<file path="src/rtl/owm_pkg.sv">
package owm_pkg;
  typedef enum logic [2:0] {
    OP_RST   = 3'd0,
    OP_BIT   = 3'd1,
    OP_WBYTE = 3'd2,
    OP_RBYTE = 3'd3,
    OP_TRIP  = 3'd4
  } op_e;

  typedef enum logic [1:0] {
    S_IDLE = 2'd0,
    S_GO   = 2'd1,
    S_WAIT = 2'd2
  } seq_e;

  function automatic logic op_ok(input logic [2:0] op);
    return op <= 3'd4;
  endfunction

  function automatic logic [2:0] op_last(input logic [2:0] op);
    case (op)
      3'd2, 3'd3: return 3'd7;
      3'd4:       return 3'd2;
      default:    return 3'd0;
    endcase
  endfunction
endpackage

</file>
<file path="src/rtl/owm_slot.sv">
module owm_slot #(
  parameter int TICK_DIV = 8,
  parameter int TW       = 8,
  parameter int W1L      = 1,
  parameter int SMP      = 2
) (
  input  logic          clk,
  input  logic          rst,
  input  logic          start,
  input  logic          abort,
  input  logic          is_rst,
  input  logic          wbit,
  input  logic          keep_pu,
  input  logic          apu_en,
  input  logic [TW-1:0] t_rstl,
  input  logic [TW-1:0] t_msp,
  input  logic [TW-1:0] t_w0l,
  input  logic [TW-1:0] t_rec,
  input  logic          line_in,
  output logic          pd,
  output logic          pu,
  output logic          done,
  output logic          smp_bit,
  output logic          ppd,
  output logic          sd
);
  localparam int PW = (TICK_DIV > 1) ? $clog2(TICK_DIV) : 1;
  localparam int CW = TW + 2;

  logic [PW-1:0] pre;
  logic [CW-1:0] t;
  logic          active, kind_rst, bitv, keep;
  logic          tick;
  logic [CW-1:0] low_len, smp_at, end_at;

  assign tick = active && (pre == PW'(TICK_DIV - 1));

  always_comb begin
    if (kind_rst) begin
      low_len = CW'(t_rstl);
      smp_at  = CW'(t_rstl) + CW'(t_msp);
      end_at  = (CW'(t_rstl) << 1) - CW'(1);
    end else begin
      low_len = bitv ? CW'(W1L) : CW'(t_w0l);
      smp_at  = CW'(SMP);
      end_at  = CW'(t_w0l) + CW'(t_rec) - CW'(1);
    end
  end

  always_ff @(posedge clk) begin
    if (rst) begin
      pre      <= '0;
      t        <= '0;
      active   <= 1'b0;
      kind_rst <= 1'b0;
      bitv     <= 1'b0;
      keep     <= 1'b0;
      done     <= 1'b0;
      smp_bit  <= 1'b0;
      ppd      <= 1'b0;
      sd       <= 1'b0;
      pd       <= 1'b0;
      pu       <= 1'b0;
    end else begin
      done <= 1'b0;
      if (abort) begin
        active <= 1'b0;
      end else if (start) begin
        active   <= 1'b1;
        t        <= '0;
        pre      <= '0;
        kind_rst <= is_rst;
        bitv     <= wbit;
        keep     <= keep_pu;
      end else if (active) begin
        pre <= tick ? '0 : pre + PW'(1);
        if (tick) begin
          if (!kind_rst && t == smp_at) smp_bit <= line_in;
          if (kind_rst && t == CW'(t_rstl)) sd <= ~line_in;
          if (kind_rst && t == smp_at) ppd <= ~line_in;
          if (t == end_at) begin
            active <= 1'b0;
            done   <= 1'b1;
          end else begin
            t <= t + CW'(1);
          end
        end
      end
      pd <= active && !abort && (t < low_len);
      pu <= active && !abort && (t >= low_len) &&
            ((apu_en && t == low_len) || keep);
    end
  end
endmodule

</file>
<file path="src/rtl/owm_seq.sv">
module owm_seq
  import owm_pkg::*;
(
  input  logic       clk,
  input  logic       rst,
  input  logic       cmd_valid,
  input  logic [2:0] cmd_op,
  input  logic [7:0] cmd_arg,
  input  logic       pwr_dn,
  input  logic       cfg_spu,
  input  logic       slot_done,
  input  logic       slot_bit,
  input  logic       slot_ppd,
  input  logic       slot_sd,
  output logic       slot_start,
  output logic       slot_rst,
  output logic       slot_wbit,
  output logic       slot_keep,
  output logic       busy,
  output logic       taken,
  output logic       spu_hold,
  output logic       st_ppd,
  output logic       st_sd,
  output logic       st_sbr,
  output logic       st_tsb,
  output logic       st_dir,
  output logic       st_terr,
  output logic [7:0] rd_data
);
  seq_e       state;
  logic [2:0] op, idx, last;
  logic [7:0] arg, shreg;
  logic       spu_arm, accept;

  assign accept     = cmd_valid && (state == S_IDLE) && !pwr_dn && op_ok(cmd_op);
  assign busy       = (state != S_IDLE);
  assign slot_start = (state == S_GO);
  assign slot_rst   = (op == OP_RST);
  assign slot_keep  = spu_arm && (idx == last);

  always_comb begin
    case (op)
      OP_BIT:   slot_wbit = arg[7];
      OP_WBYTE: slot_wbit = arg[idx];
      OP_TRIP:  slot_wbit = (idx == 3'd2) ? st_dir : 1'b1;
      default:  slot_wbit = 1'b1;
    endcase
  end

  always_ff @(posedge clk) begin
    if (rst) begin
      state    <= S_IDLE;
      op       <= '0;
      arg      <= '0;
      idx      <= '0;
      last     <= '0;
      shreg    <= '0;
      spu_arm  <= 1'b0;
      spu_hold <= 1'b0;
      taken    <= 1'b0;
      st_ppd   <= 1'b0;
      st_sd    <= 1'b0;
      st_sbr   <= 1'b0;
      st_tsb   <= 1'b0;
      st_dir   <= 1'b0;
      st_terr  <= 1'b0;
      rd_data  <= '0;
    end else begin
      taken <= accept;
      case (state)
        S_IDLE: if (accept) begin
          op       <= cmd_op;
          arg      <= cmd_arg;
          idx      <= '0;
          last     <= op_last(cmd_op);
          spu_arm  <= cfg_spu;
          spu_hold <= 1'b0;
          state    <= S_GO;
        end
        S_GO: state <= S_WAIT;
        S_WAIT: if (slot_done) begin
          case (op)
            OP_RST: begin
              st_ppd <= slot_ppd;
              st_sd  <= slot_sd;
            end
            OP_BIT: st_sbr <= slot_bit;
            OP_RBYTE: begin
              shreg <= {slot_bit, shreg[7:1]};
              if (idx == last) rd_data <= {slot_bit, shreg[7:1]};
            end
            OP_TRIP: begin
              if (idx == 3'd0) st_sbr <= slot_bit;
              if (idx == 3'd1) begin
                st_tsb  <= slot_bit;
                st_dir  <= st_sbr | (~slot_bit & arg[7]);
                st_terr <= st_sbr & slot_bit;
              end
            end
            default: ;
          endcase
          if (idx == last) begin
            state    <= S_IDLE;
            spu_hold <= spu_arm;
          end else begin
            idx   <= idx + 3'd1;
            state <= S_GO;
          end
        end
        default: state <= S_IDLE;
      endcase
      if (pwr_dn) begin
        state    <= S_IDLE;
        spu_hold <= 1'b0;
      end
    end
  end
endmodule

</file>
<file path="src/rtl/owm_engine.sv">
module owm_engine #(
  parameter int TICK_DIV  = 8,
  parameter int TW        = 8,
  parameter int W1L_TICKS = 1,
  parameter int SMP_TICKS = 2
) (
  input  logic            clk,
  input  logic            rst,
  input  logic            cmd_valid,
  input  logic [2:0]      cmd_op,
  input  logic [7:0]      cmd_arg,
  input  logic            cfg_od,
  input  logic            cfg_apu,
  input  logic            cfg_spu,
  input  logic            pwr_dn,
  input  logic [4*TW-1:0] cfg_tstd,
  input  logic [4*TW-1:0] cfg_tod,
  input  logic            line_in,
  output logic            line_pd,
  output logic            line_pu,
  output logic            busy,
  output logic            cmd_taken,
  output logic            st_ppd,
  output logic            st_sd,
  output logic            st_sbr,
  output logic            st_tsb,
  output logic            st_dir,
  output logic            st_terr,
  output logic [7:0]      rd_data
);
  localparam int NFLD = 4;

  logic [TW-1:0] fld [NFLD];
  logic slot_start, slot_rst, slot_wbit, slot_keep, slot_done;
  logic slot_bit, slot_ppd, slot_sd, slot_pu, spu_hold;

  for (genvar i = 0; i < NFLD; i++) begin : g_fld
    assign fld[i] = cfg_od ? cfg_tod[i*TW +: TW] : cfg_tstd[i*TW +: TW];
  end

  owm_seq u_seq (
    .clk(clk), .rst(rst), .cmd_valid(cmd_valid), .cmd_op(cmd_op),
    .cmd_arg(cmd_arg), .pwr_dn(pwr_dn), .cfg_spu(cfg_spu),
    .slot_done(slot_done), .slot_bit(slot_bit), .slot_ppd(slot_ppd),
    .slot_sd(slot_sd), .slot_start(slot_start), .slot_rst(slot_rst),
    .slot_wbit(slot_wbit), .slot_keep(slot_keep), .busy(busy),
    .taken(cmd_taken), .spu_hold(spu_hold), .st_ppd(st_ppd), .st_sd(st_sd),
    .st_sbr(st_sbr), .st_tsb(st_tsb), .st_dir(st_dir), .st_terr(st_terr),
    .rd_data(rd_data)
  );

  owm_slot #(.TICK_DIV(TICK_DIV), .TW(TW), .W1L(W1L_TICKS), .SMP(SMP_TICKS)) u_slot (
    .clk(clk), .rst(rst), .start(slot_start), .abort(pwr_dn),
    .is_rst(slot_rst), .wbit(slot_wbit), .keep_pu(slot_keep),
    .apu_en(cfg_apu), .t_rstl(fld[0]), .t_msp(fld[1]), .t_w0l(fld[2]),
    .t_rec(fld[3]), .line_in(line_in), .pd(line_pd), .pu(slot_pu),
    .done(slot_done), .smp_bit(slot_bit), .ppd(slot_ppd), .sd(slot_sd)
  );

  assign line_pu = slot_pu | spu_hold;
endmodule

</file>
<file path="config.mk">
export PLATFORM = sky130hd
export DESIGN_NAME = owm_engine
export DESIGN_NICKNAME = d
export VERILOG_FILES = /design/src/rtl/owm_pkg.sv /design/src/rtl/owm_slot.sv /design/src/rtl/owm_seq.sv /design/src/rtl/owm_engine.sv
export SDC_FILE = /design/constraint.sdc
export NUM_CORES = 1
export LEC_CHECK = 0
export BUFFER_PORTS_ARGS = -buffer_cell sky130_fd_sc_hd__buf_2
export CAP_MARGIN = 15
export CORE_ASPECT_RATIO = 1.25
export CORE_UTILIZATION = 40
export DETAILED_ROUTE_END_ITERATION = 12
export GPL_ROUTABILITY_DRIVEN = 1
export GPL_TIMING_DRIVEN = 0
export PLACE_DENSITY = 0.62
export SLEW_MARGIN = 20
export SYNTH_ARGS = -nofsm -noshare
export SYNTH_HDL_FRONTEND = slang
export SYNTH_SLANG_ARGS = --single-unit
</file>
<file path="constraint.sdc">
create_clock -name clk -period 8.5 [get_ports clk]
set_clock_uncertainty 0.1 [all_clocks]
set_input_delay 0.85 -clock clk [delete_from_list [all_inputs] [get_ports clk]]
set_output_delay 0.85 -clock clk [all_outputs]
set_load 0.1 [all_outputs]
</file>
# --- After elaboration in Yosys (flattened, before gate mapping) ---
# Cells that the tools add are included.
totals:
  register_bits: 67
  out_inout_bits: 18
  wordCells: 153
classes:
  add_sub_neg: 7
  magnitude_cmp: 4
  n_eq_ne: 23
  muxes: 39
  n_bitwise: 10
  reduce_logical: 42
op_table:
  columns: ["op", "n"]
  rows:
  - ["$mux W10", 6]
  - ["$mux W8", 6]
  - ["$eq A10 B10 Y1", 3]
  - ["$reduce_and A4 Y1", 6]
  - ["$add A8 B8 Y9", 2]
  - ["$mux W3", 6]
  - ["$eq A3 B2 Y1 const B", 5]
  - ["$reduce_and A5 Y1", 3]
  - ["$logic_and A1 B1 Y1", 13]
  - ["$mux W1", 12]
  - ["$pmux W3 S2", 2]
  - ["$add A10 B1 Y10 const B", 1]
  - ["$eq A10 B8 Y1", 1]
  - ["$ge A10 B10 Y1", 1]
  - ["$lt A10 B10 Y1", 1]
  - ["$reduce_bool A2 Y1", 5]
  - ["$sub A10 B1 Y10 const B", 1]
  - ["$sub A9 B1 Y10 const B", 1]
  - ["$eq A3 B3 Y1 const B", 3]
  - ["$ne A2 B1 Y1 const B", 4]
  - ["$reduce_and A2 Y1", 4]
  - ["$add A3 B1 Y3 const B", 2]
  - ["$eq A3 B1 Y1 const B", 2]
  - ["$logic_not A3 Y1", 2]
  - ["20 further kinds", 33]

# --- Longest topological paths before layout ---
logic_depth:
  ltp_word: 9
  mapped_depth: 18
  ltp_nobuf: 14

# --- Modules after synthesis ---
# From an unflattened synthesis, not the netlist that was laid out.
hier_totals:
  cells_unflattened: 645
  area_unflattened_um2: 5487.8
modules_own_cells:
  columns: ["mod", "instances", "cells_each", "area_each_um2", "seq_area_each_um2"]
  rows:
  - ["owm_slot", 1, 414, 3072.9, 460.4]
  - ["owm_seq", 1, 194, 1864.3, 840.8]
  - ["owm_engine", 1, 37, 550.5, 0.0]

# --- Worst setup path before layout ---
# Ideal clock, no wire load.
synth_path:
  kind: "input to register"
  start: "in cfg_od"
  end: "reg u_slot.t[4]"
  setup_ns: 0.123
  t_arrival_ns: 4.754
  t_required_ns: 8.277
  path_slack_ns: 3.522
  path_stages: 15
  path_buffers: 3
  path_cell_list: "buf_6 > buf_2 > buf_1 > mux2_2 > ha_1 > fa_1 > a211oi_2 > nor2_1 > a211o_1 > or3_4 > or4b_1 > nand4bb_1 > o21ai_0 > and3_4 > a2bb2oi_1"
synth_between:
  elab_chain_len: 7
  elab_cells_between_ends: 10
  classes_between: "add/sub: 3; eq/ne: 2; mux: 4; reduce/logical: 1"
synth_rtl:
  columns: ["element", "line", "rtl"]
  rows:
  - ["start, declared", "owm_engine.sv:12", "input logic cfg_od,"]
  - ["$mux W8", "owm_engine.sv:38", "assign fld[i] = cfg_od ? cfg_tod[i*TW +: TW] : cfg_tstd[i*TW +: TW];"]
  - ["$add A8 B8 Y9", "owm_slot.sv:46", "end_at = CW'(t_w0l) + CW'(t_rec) - CW'(1);"]
  - ["$sub A10 B1 Y10", "owm_slot.sv:46", null]
  - ["$mux W10 (*)", "owm_slot.sv:39", "if (kind_rst) begin"]
  - ["$eq A10 B10 Y1 (*)", "owm_slot.sv:81", "if (t == end_at) begin"]
  - ["$ne A2 B2 Y1 (no source line) (*)", null, null]
  - ["$reduce_and A4 Y1 (no source line) (*)", null, null]
  - ["end signal, assigned", "owm_slot.sv:85", "t <= t + CW'(1);"]
  - ["end, declared", "owm_slot.sv:31", "logic [CW-1:0] t;"]
# Mark *: on every way between the ends. The rest lies on a longest branch, timed or not.
# A chain may end at the register's enable or synchronous reset.

# --- Worst setup path in the final report ---
layout_path:
  start: "in cfg_od"
  end: "reg u_slot.t[9]"
# The elaborated chain is that of the path after synthesis.

==> impl_metrics.ini <==
[floorplanning]
fp.dieW_um = 106
fp-row-count = 47
core_area_um2 = 13200
start_util_pct = 40.8
ios = 101
die-area_um2 = 13900
die_h_um = 132

[sta]
finalSetupViolations = 0
max_slew_margin_pct = 31.0
setup_tns_ns = 0
fin_crit_ns = 5.20
period_share_pct = 61.1
tightest_slew_ns = 1.03
final_max_slew_viol_count = 0
hold_viol_final = 0
max_freq_mhz = 192
rsz0062_at_grt = no

[cts]
cts-resized-gates = 0
post-cts-setup-buffers = 0
cts_buffer_depth = 2
numCtsBuffers = 9
cts_tree = yes
clk_latency_ns = 0.34
clock-sinks = 65
htreeDepth = 3
clockRootBuffer = clkbuf_16
cts_hold_buffers = 0
path_clk_slew_ns = 0.06

[synthesis]
synth_xor_area_share_pct = 7.78
synth_edf_count = 0
syn_nets = 785
netlist.area_leader.share_pct = 24.2
yosys_warnings = 0
seq_area_frac_synth_pct = 24.2
synth_area_leaders = dfxtp_1 (24%), ha_1 (7.7%), mux2_2 (5.4%), xnor2_1 (5.4%), mux2i_1 (5.0%)
ys_ff_latch = 65
synth_cell_types = 78
avgSynthCellArea_um2 = 8.06
yosysTopAreaCell = dfxtp_1
syn_inst = 667
synthMuxAreaShare_pct = 11.6
synth_adder_area_share_pct = 8.43
synth_compound_area_share_pct = 20.3
synth_top_family_by_area = simple AND/OR/NAND/NOR gates
syn_area_um2 = 5370
synth-simple-area-share_pct = 21.8
synthArstFlopShare_pct = 0
synth_ff_type = dfxtp_1

[status]
status = complete, no violations

[setup_path]
ff2ff_setup_slack_ns = 5.00
r2r_end = u_slot.pu$_SDFF_PP0_
r2r_cells = 16
cp_top_family = compound AO/OA/AOI/OAI gates
rr_startpoint = u_slot.kind_rst$_SDFFE_PP0P_
crit_slowest_cell = buf_1
cp-end-kind = flip-flop
required_ns = 8.61
path_buf_inv = 4
crit_path_cell_trace = buf_6 > buf_2 > buf_1 > mux2_2 > ha_1 > fa_1 > a211oi_2 > nor2_1 > a211o_1 > o311ai_1 > nand3_1 > or3_1 > or2_1 > buf_6 > o21ai_2 > o22ai_1
path_depth = 16
crit_start = cfg_od
arrival_ns = 5.30
crit_path_end = u_slot.t[9]$_SDFFE_PP0P_
crit_type = input port to flip-flop
max_stage_delay_ns = 0.47
crit_fanout = 10
start_kind = input port
crit_path_frequent_cell = buf_6

[pwr]
peakVddDrop_v = 0.000129
total_power_mw = 1.11
powerDensity_nw_per_um2 = 173
leakagePower_nw = 2.59

[detailed_routing]
antenna_left = 0
drt-initial-drc-count = 296
routed_via_density = 5.64
drt_first_pass_iters = 5
via_count = 5370
drt_wl_total_um = 15700
wl_per_cell_um = 16.5
drc = 0

[global_routing]
grt_pass1_vias = 5298
antenna_found_initial = 0
grt_usage_pct = 23.0
grt_start_max_net_pins = 13
grt_pass1_wl_um = 25400
grt_overflow = 0

[finish]
syn_to_final_growth_pct = 20.0
nets = 894
drive_gt1_share_pct = 21.4
antenna_cells = 0
fin_area_um2 = 6450

[place]
dpl-instance-area_um2 = 6080
dp_hpwl_um = 12600
io_buffer_count = 98
gp_congestion = 0.909

[job]
cap_viol_max_count = 0

[hold_path]
hp-class = flip-flop to flip-flop
layout by cell type, fill, tap and decap left out, types with 3 or more instances in the layout:
| cell | netlist | layout |
|---|---|---|
| and2_1 | 5 | 5 |
| nor3_1 | 21 | 21 |
| and3_1 | 6 | 6 |
| a31oi_1 | 5 | 5 |
| o22ai_1 | 9 | 9 |
| mux2_2 | 26 | 26 |
| nor2_1 | 64 | 64 |
| inv_1 | 37 | 37 |
| clkbuf_1 | 19 | 19 |
| nand3_1 | 21 | 21 |
| dfxtp_1 | 65 | 65 |
| o21a_1 | 15 | 15 |
| o211ai_1 | 8 | 8 |
| buf_6 | 5 | 5 |
| a22oi_1 | 9 | 9 |
| o21ai_0 | 31 | 31 |
| or3_1 | 7 | 7 |
| xnor3_1 | 3 | 3 |
| bufinv_16 | 0 | 4 |
| ha_1 | 33 | 33 |
| mux2i_1 | 27 | 27 |
| clkinvlp_4 | 0 | 3 |
| a21oi_1 | 43 | 43 |
| a21boi_0 | 3 | 3 |
| xor2_1 | 7 | 7 |
| a2bb2oi_1 | 5 | 5 |
| nand4_1 | 10 | 10 |
| nor2b_1 | 10 | 10 |
| nor3b_1 | 6 | 6 |
| nor4_1 | 7 | 7 |
| buf_2 | 1 | 99 |
| nand2_1 | 64 | 64 |
| clkbuf_16 | 0 | 9 |
| a32oi_1 | 3 | 3 |
| xnor2_1 | 33 | 33 |
registers in the layout, summed over array words and instances (netlist names), 2 cells and up:
name	count
u_seq.rd_data	8
u_seq.arg	8
u_seq.shreg	7
u_seq.idx	3
u_slot.t	10
u_slot.pre	3
u_seq.last	2
u_seq.state	2
u_seq.op	3
layer usage:
layer / vias to the layer above / GRT usage (%) / share of wire, %
met3: 42 / 3.47 / 5.8
met4: 0 / 10.7 / 3.7
li1: 2637 / - / -
met5: - / 0 / 0
met2: 196 / 42.0 / 50
met1: 2495 / 25.8 / 40
Yosys cell counts (2+ instances only):
library cell and instances:
dfxtp_1 65, nand2_1 64, nor2_1 64, a21oi_1 43, inv_1 37, ha_1 33, xnor2_1 33, o21ai_0 31
mux2i_1 27, mux2_2 26, nand3_1 21, nor3_1 21, clkbuf_1 19, o21a_1 15, nand4_1 10, nor2b_1 10
a22oi_1 9, o22ai_1 9, o211ai_1 8, nor4_1 7, or3_1 7, xor2_1 7, and3_1 6, nor3b_1 6
a2bb2oi_1 5, a31oi_1 5, and2_1 5, buf_6 5, a21boi_0 3, a32oi_1 3, xnor3_1 3, a211o_1 2
a211oi_1 2, buf_1 2, fa_1 2, mux4_2 2, nand2b_1 2, o2111ai_1 2, o221ai_1 2, o2bb2ai_1 2
o311ai_1 2, o31a_1 2, or2_2 2, or3_4 2
tightest hold or removal path: cells and delay by family (launching register included):
family / cells / cell delay (ns)
AOI/OAI and AO/OA: 1 / 0.06
DFF: 1 / 0.30
and+or+nand+nor: 1 / 0.04
worst min path at each step:
| stage | from | endpoint | depth (start not counted) |
|---|---|---|---|
| 6_report | u_seq.spu_hold$_SDFFE_PP0P_ | u_seq.spu_hold$_SDFFE_PP0P_ | 2 |
| 5_1_grt | u_seq.arg[4]$_SDFFE_PP0P_ | u_seq.arg[4]$_SDFFE_PP0P_ | 2 |
| 4_1_cts | u_seq.arg[4]$_SDFFE_PP0P_ | u_seq.arg[4]$_SDFFE_PP0P_ | 2 |
| 3_5_place_dp | u_seq.arg[1]$_SDFFE_PP0P_ | u_seq.arg[1]$_SDFFE_PP0P_ | 2 |
| 3_3_place_gp | u_seq.arg[0]$_SDFFE_PP0P_ | u_seq.arg[0]$_SDFFE_PP0P_ | 2 |
| 2_1_floorplan | u_seq.arg[2]$_SDFFE_PP0P_ | u_seq.arg[2]$_SDFFE_PP0P_ | 2 |
metrics by stage:
stage | util, % | hold WS, ns | setup WS, ns | cells
after global routing | 48.9 | 0.375 | 3.01 | 952
after global placement | 46.1 | 0.342 | 2.98 | 936
after floorplan | - | 0.333 | 3.52 | 667
after detailed placement | 46.1 | 0.351 | 2.95 | 936
final | 48.9 | 0.360 | 3.30 | 952
after CTS | 48.9 | 0.365 | 3.29 | 952
power breakdown:
group | internal (mW) | total (mW) | switching, mW
Sequential | 0.313 | 0.323 | 0.00987
Clock | 0.316 | 0.455 | 0.139
Combinational | 0.146 | 0.337 | 0.191
Total | 0.775 | 1.11 | 0.339
logic make-up (layout without fill, tap and decap cells):
logic type      Yosys count  in the layout
fa+ha+maj                35             35
xor+xnor                 43             43
flops                    65             65
mux                      56             56
buf+inv                  68            182
simple gates            238            238
compound gates          162            162
layout make-up:
| cell class | instances | area (um2) |
|---|---|---|
| buffer | 30 | 176 |
| fill | 1322 | 6730 |
| clock inverter | 7 | 143 |
| multi-input combinational | 534 | 3750 |
| timing repair buffer | 98 | 490 |
| clock buffer | 9 | 225 |
| tap | 171 | 214 |
| sequential | 65 | 1300 |
| inverter | 38 | 143 |
No activity file was read; power rests on OpenSTA's default activity.
